### src/rtl/pdi_pkg.sv
package pdi_pkg;

    localparam int G1_W    = 8;
    localparam int CODE_W  = 3;
    localparam int RAW_W   = 4;
    localparam int MAX_RUN = 16;
    localparam int CNT_W   = $clog2(MAX_RUN + 1);

    typedef logic [CODE_W-1:0] rdi_code_t;
    typedef logic [CNT_W-1:0]  run_cnt_t;

    typedef struct packed {
        rdi_code_t            code;
        logic [RAW_W-1:0]     raw;
    } g1_fields_t;

    // Run length required for each select value.
    function automatic run_cnt_t run_threshold(input logic [1:0] sel);
        run_cnt_t t;
        case (sel)
            2'b00:   t = run_cnt_t'(3);
            2'b01:   t = run_cnt_t'(5);
            2'b10:   t = run_cnt_t'(10);
            default: t = run_cnt_t'(MAX_RUN);
        endcase
        return t;
    endfunction

    // Pick the compared code and the raw nibble out of the status byte.
    function automatic g1_fields_t split_g1(input logic [G1_W-1:0] b, input logic enh);
        g1_fields_t f;
        f.raw  = b[RAW_W-1:0];
        f.code = enh ? b[3:1] : {b[3], 2'b00};
        return f;
    endfunction

endpackage

### src/rtl/rdi_code_extract.sv
module rdi_code_extract
    import pdi_pkg::*;
(
    input  logic [G1_W-1:0] byte_in,
    input  logic            enh,
    output g1_fields_t      fields
);
    always_comb fields = split_g1(byte_in, enh);
endmodule

### src/rtl/rdi_run_tracker.sv
module rdi_run_tracker
    import pdi_pkg::*;
#(
    parameter int SAT = MAX_RUN
) (
    input  logic      clk,
    input  logic      rst,
    input  logic      valid,
    input  rdi_code_t code,
    input  run_cnt_t  thr,
    output logic      qualified,
    output run_cnt_t  cnt_q
);
    localparam run_cnt_t SAT_C = run_cnt_t'(SAT);

    rdi_code_t cand_q;
    run_cnt_t  cnt_nxt;

    always_comb begin
        if (code != cand_q)
            cnt_nxt = run_cnt_t'(1);
        else if (cnt_q >= SAT_C)
            cnt_nxt = SAT_C;
        else
            cnt_nxt = cnt_q + run_cnt_t'(1);
        qualified = valid && (cnt_nxt >= thr);
    end

    always_ff @(posedge clk) begin
        if (rst) begin
            cand_q <= '0;
            cnt_q  <= '0;
        end else if (valid) begin
            cand_q <= code;
            cnt_q  <= cnt_nxt;
        end
    end
endmodule

### src/rtl/rdi_status_hold.sv
module rdi_status_hold
    import pdi_pkg::*;
(
    input  logic      clk,
    input  logic      rst,
    input  logic      load,
    input  rdi_code_t code,
    input  logic      enh,
    output rdi_code_t held_q,
    output rdi_code_t status
);
    always_ff @(posedge clk) begin
        if (rst)       held_q <= '0;
        else if (load) held_q <= code;
    end

    always_comb status = enh ? held_q : {held_q[CODE_W-1], {(CODE_W-1){1'b0}}};
endmodule

### src/rtl/path_rdi_filter.sv
module path_rdi_filter
    import pdi_pkg::*;
(
    input  logic            clk,
    input  logic            rst,
    input  logic            g1_valid,
    input  logic [G1_W-1:0] g1_byte,
    input  logic [1:0]      persist_sel,
    input  logic            enh_mode,
    output logic [2:0]      rdi_status,
    output logic [3:0]      rdi_raw
);
    g1_fields_t       fields;
    run_cnt_t         run_cnt;
    logic             qualified;
    rdi_code_t        held_q;
    rdi_code_t        status_w;
    logic [RAW_W-1:0] raw_q;

    rdi_code_extract u_extract (
        .byte_in (g1_byte),
        .enh     (enh_mode),
        .fields  (fields)
    );

    rdi_run_tracker #(.SAT(MAX_RUN)) u_run (
        .clk       (clk),
        .rst       (rst),
        .valid     (g1_valid),
        .code      (fields.code),
        .thr       (run_threshold(persist_sel)),
        .qualified (qualified),
        .cnt_q     (run_cnt)
    );

    rdi_status_hold u_hold (
        .clk    (clk),
        .rst    (rst),
        .load   (qualified),
        .code   (fields.code),
        .enh    (enh_mode),
        .held_q (held_q),
        .status (status_w)
    );

    always_ff @(posedge clk) begin
        if (rst)           raw_q <= '0;
        else if (g1_valid) raw_q <= fields.raw;
    end

    assign rdi_status = status_w;
    assign rdi_raw    = raw_q;
endmodule

### config.mk
export PLATFORM = sky130hd
export DESIGN_NAME = path_rdi_filter
export DESIGN_NICKNAME = d
export VERILOG_FILES = /design/src/rtl/pdi_pkg.sv /design/src/rtl/rdi_code_extract.sv /design/src/rtl/rdi_run_tracker.sv /design/src/rtl/rdi_status_hold.sv /design/src/rtl/path_rdi_filter.sv
export SDC_FILE = /design/constraint.sdc
export NUM_CORES = 1
export LEC_CHECK = 0
export BUFFER_PORTS_ARGS = -buffer_cell sky130_fd_sc_hd__buf_2
export CAP_MARGIN = 20
export CORE_AREA = 2 2 46 48
export CTS_CLUSTER_SIZE = 28
export DETAILED_ROUTE_END_ITERATION = 7
export DIE_AREA = 0 0 48 50
export PLACE_DENSITY_LB_ADDON = 0.2
export SLEW_MARGIN = 20
export SYNTH_ARGS = -nofsm -noshare
export SYNTH_HDL_FRONTEND = slang
export SYNTH_SLANG_ARGS = --single-unit
### constraint.sdc
create_clock -name clk -period 2.6 [get_ports clk]
set_input_delay 0.52 -clock clk [delete_from_list [all_inputs] [get_ports clk]]
set_output_delay 0.52 -clock clk [all_outputs]
set_load 0.02 [all_outputs]
After elaboration in Yosys (flattened, before gate mapping)
Index checks and enable logic that the tools add are counted.

storage, ports and cells
  bits in registers = 15
  word-level logic and storage cells = 17

operators by class
  add/sub/neg operators = 1
  order comparisons = 2
  eq/ne operators = 3
  multiplexer cells = 5
  reduce and logical (&&, ||, !) cells = 2

operators by type and width
  kind                   number
  $pmux W5 S3            1
  $mux W5                2
  $add A5 B1 Y5 const B  1
  $ge A5 B5 Y1           1
  $ge A5 B5 Y1 const B   1
  $mux W2                2
  $ne A3 B3 Y1           1
  $eq A2 B1 Y1 const B   1
  $eq A2 B2 Y1 const B   1
  $logic_not A2 Y1       1
  $logic_and A1 B1 Y1    1

Depth between registers and ports, before layout
  depth after elaboration = 5
  depth in mapped cells = 11
  gate-level depth less buffers = 10

By module
Synthesis repeated with hierarchy kept, for this count alone.

unflattened totals
  cells, all modules = 105
  area total of the unflattened synthesis = 915.9 um^2

modules (own cells, without submodules)
  module            times used  cells each  area an instance (um^2)  seq. area each (um^2)
  rdi_run_tracker   1           68          585.6                    160.2
  path_rdi_filter   1           18          158.9                    80.1
  rdi_status_hold   1           12          121.4                    60.1
  rdi_code_extract  1           7           50.0                     0.0

Worst setup path before layout
Ideal clock, no wire load.

  path type = input -> register
  start = input port enh_mode
  end = register u_hold.held_q[2]
  data arrival time = 2.324 ns
  setup slack = 0.159 ns
  cell stages on the path = 10
  cells stage by stage = buf_2 > o21ai_0 > nand2_1 > a211oi_4 > and2_1 > ha_1 > a21o_1 > a21o_1 > a22o_1 > a32o_1

on the way
  longest elaborated chain between the ends = 5

RTL lines
  what                  RTL line               source
  start, declared       path_rdi_filter.sv:9   input logic enh_mode,
  $mux W2               pdi_pkg.sv:33          f.code = enh ? b[3:1] : {b[3], 2'b00};
  $ne A3 B3 Y1          rdi_run_tracker.sv:20  if (code != cand_q)
  $mux W5               rdi_run_tracker.sv:20
  net u_run.cnt_nxt[1]  rdi_run_tracker.sv:17  run_cnt_t cnt_nxt;
  $ge A5 B5 Y1          rdi_run_tracker.sv:26  qualified = valid && (cnt_nxt >= thr);
  $logic_and A1 B1 Y1   rdi_run_tracker.sv:26
  end signal, assigned  rdi_status_hold.sv:14  else if (load) held_q <= code;
  end, declared         rdi_status_hold.sv:9   output rdi_code_t held_q,

The timed path passes the listed nets, and every way through them passes these cells.
A chain may end at the register's enable or synchronous reset.

Worst setup path in the final report
  start = register u_run.cand_q[0]
  end = register u_hold.held_q[2]

on the way
  longest elaborated chain between the ends = 4

RTL lines
  what                    RTL line               source
  start, declared         rdi_run_tracker.sv:16  rdi_code_t cand_q;
  start signal, assigned  rdi_run_tracker.sv:34  cand_q <= code;
  $ne A3 B3 Y1            rdi_run_tracker.sv:20
  $mux W5                 rdi_run_tracker.sv:20
  $ge A5 B5 Y1            rdi_run_tracker.sv:26
  $logic_and A1 B1 Y1     rdi_run_tracker.sv:26

Every way passes these cells.

==> flow_metrics.env <==
export IMPL_core_area_mm2=0.00190
export IMPL_cellPowerDensity_mw_per_mm2=446
export IMPL_cts_root_buffer="clkbuf_4"
export IMPL_worstPathCellList="xor2_1 > a2bb2oi_2 > a21oi_2 > o21a_4 > ha_1 > nand2b_1 > a21o_1 > a21o_1 > a22o_1 > a32o_1"
export IMPL_clockBufferDepth=2
export IMPL_hp_class="primary input to flop"
export IMPL_max_slew_margin=0.759
export IMPL_tritoncts="built"
export IMPL_placed_cells=148
export IMPL_grt_overflow_total=0
export IMPL_cts_buffers=3
export IMPL_num_antenna_cells=0
export IMPL_synth_async_reset_ratio=0
export IMPL_grt_pass1_vias=741
export IMPL_drtIter0Drc=6
export IMPL_synth_edff_count=0
export IMPL_maxCapViolations=0
export IMPL_syn_instance_count=107
export IMPL_via_per_inst=5.21
export IMPL_fin_area_mm2=0.00109
export IMPL_cp_arrival_ns=2.53
export IMPL_dieWidth_um=48
export IMPL_drtAntennaViolNets=0
export IMPL_totalWireLength_um=1810
export IMPL_synth_top_area_cell="dfxtp_1"
export IMPL_rsz0062_at_grt="no"
export IMPL_critPathMaxStageDelay_ns=0.39
export IMPL_track_usage=0.174
export IMPL_top_layer="met4"
export IMPL_end_kind="flop"
export IMPL_cts_resized=0
export IMPL_worstMarginPinSlew_ns=0.361
export IMPL_ys_ff_latch=14
export IMPL_dp_hpwl_um=1350
export IMPL_fmax_ghz=0.427
export IMPL_synthTopCellsByArea="dfxtp_1 (30%), ha_1 (9.3%), nand2b_1 (4.6%)"
export IMPL_ctsHtreeMaxLevel=1
export IMPL_synth_commonest_cells="dfxtp_1 (14), nor2_1 (8), ha_1 (7), nand2b_1 (7), and2_1 (6)"
export IMPL_synth_avg_cell_area_um2=8.81
export IMPL_die_y_um=50
export IMPL_status="finished, final reports clean"
export IMPL_p_leak_nw=0.501
export IMPL_antenna_found_initial=0
export IMPL_fp_row_count=16
export IMPL_hold_buffers=0
export IMPL_required_ns=2.79
export IMPL_wl_met2_um=839
export IMPL_yosysTopAreaCellShare=0.297
export IMPL_syn_area_um2=942
export IMPL_port_buffers=16
export IMPL_wl_met1_um=886
export IMPL_worstSetupPathType="flop to flop"
export IMPL_slew_violations=0
export IMPL_finClkSkew_ns=0.00832
export IMPL_worst_path_most_repeated_cell="a21o_1"
export IMPL_hold_viol_final=0
export IMPL_ir_drop_mv=0.307
export IMPL_grt_first_pass_wirelength_um=3050
export IMPL_period_share=0.901
export IMPL_syn_num_nets=128
export IMPL_clock_sinks=14
export IMPL_drc=0
export IMPL_clk_pin_slew_ns=0.09
export IMPL_vias=792
export IMPL_ys_seq_area_frac=0.297
export IMPL_startpoint_type="flop"
export IMPL_cp_slowest_cell="dfxtp_1"
export IMPL_place_ws_ns=-0.0340
export IMPL_drive_above_1_share=0.248
export IMPL_dr_pass1_iters=4
export IMPL_finalSetupViolCount=0
export IMPL_fin_crit_ns=2.34
export IMPL_synthToLayoutAreaGrowth_pct=16.1
export IMPL_detail_route_wl_per_cell_um=11.9
export IMPL_fin_cells=152
export IMPL_critical_path_buf_inv_count=0
export IMPL_initial_core_util=0.495
export IMPL_fin_ws_ns=0.258
export IMPL_crit_family="compound AO/OA/AOI/OAI gates"
export IMPL_post_cts_buffers=0
export IMPL_clock_latency_ns=0.29
export IMPL_ys_warn_count=0
export IMPL_synth_most_common_cell="dfxtp_1"
export IMPL_layout_nets=147
export IMPL_gp_congestion=0.705
export IMPL_ys_types=38
export IMPL_synthFlopType="dfxtp_1"
export IMPL_placed_cell_area_mm2=0.00106
export IMPL_wl_met3_um=55
export IMPL_power_uw=488
export IMPL_dieArea_mm2=0.00240
export IMPL_grt_max_degree=22
export IMPL_pin_count=21
export IMPL_crit_fanout=4
## area by class of cell
| cell class | instances | area [um^2] |
|---|---|---|
| fill | 183 | 808 |
| multi-input combinational | 82 | 611 |
| sequential | 14 | 280 |
| timing repair buffer | 21 | 118 |
| clock buffer | 4 | 36.3 |
| tap | 27 | 33.8 |
| inverter | 4 | 15.0 |
## sequential cells by signal, summed over array words and instances, names as in the netlist
signal         count
u_hold.held_q      3
u_run.cand_q       2
u_run.cnt_q        5
rdi_raw            4
## final timing paths
kind / startpoint / to / slack [ns] / cells after the start
worst max-delay path: u_run.cand_q[0] / u_hold.held_q[2] / 0.26 / 10
worst min-delay path: g1_byte[0] / rdi_raw[0] / 0.47 / 3
worst max register to register: u_run.cand_q[0] / u_hold.held_q[2] / 0.26 / 10
worst min register to register: rdi_raw[2] / rdi_raw[2] / 0.49 / 2
## per-layer routing
metal  GRT usage  vias to the layer above
met5           0                        -
li1            -                      418
met3      0.0330                        4
met2       0.282                       10
met4      0.0541                        0
met1       0.225                      360
## cell usage in the layout, fill, tap and decap left out, types with 2 or more instances in the layout
master | netlist | layout
a21o_1 | 3 | 3
a21oi_1 | 5 | 5
a32oi_1 | 2 | 2
and2_1 | 6 | 6
buf_2 | 2 | 16
buf_4 | 2 | 5
clkbuf_4 | 0 | 3
dfxtp_1 | 14 | 14
ha_1 | 7 | 7
inv_1 | 4 | 4
mux2i_1 | 4 | 4
nand2_1 | 5 | 5
nand2b_1 | 7 | 7
nand3_1 | 5 | 5
nand4_1 | 2 | 2
nor2_1 | 8 | 8
o21a_1 | 3 | 3
o21ai_0 | 2 | 2
o221ai_1 | 2 | 2
xor2_1 | 3 | 3
## worst reg2reg max path, delay by kind of cell (launching register included)
kind                       cells  cell delay, ns
xor gates and xnor gates       1            0.19
AOI/OAI and AO/OA              7            1.25
adders and majority gates      1            0.28
DFF                            1            0.39
and+or+nand+nor                1            0.14
## through the flow
stage | setup TNS, ns | hold slack (ns) | util
floorplan | 0 | 0.470 | -
global placement | -0.00259 | 0.467 | 0.556
detailed placement | -0.0381 | 0.478 | 0.556
CTS | 0 | 0.473 | 0.575
global route | 0 | 0.497 | 0.575
finish | 0 | 0.473 | 0.575
## kinds of logic after synthesis
group | after synthesis | share of synthesized area
muxes | 4 | 0.0425
DFF | 14 | 0.297
xor gates and xnor gates | 3 | 0.0279
buffers and inverters | 11 | 0.0544
and+or+nand+nor | 41 | 0.247
adders and majority gates | 7 | 0.0930
AOI/OAI and AO/OA | 27 | 0.238
## report_power, final
part,internal [mW],switching (mW)
clock network,0.0853,0.0744
logic,0.0452,0.0535
registers,0.223,0.00650
total,0.354,0.134
No activity file was read; power rests on OpenSTA's default activity.
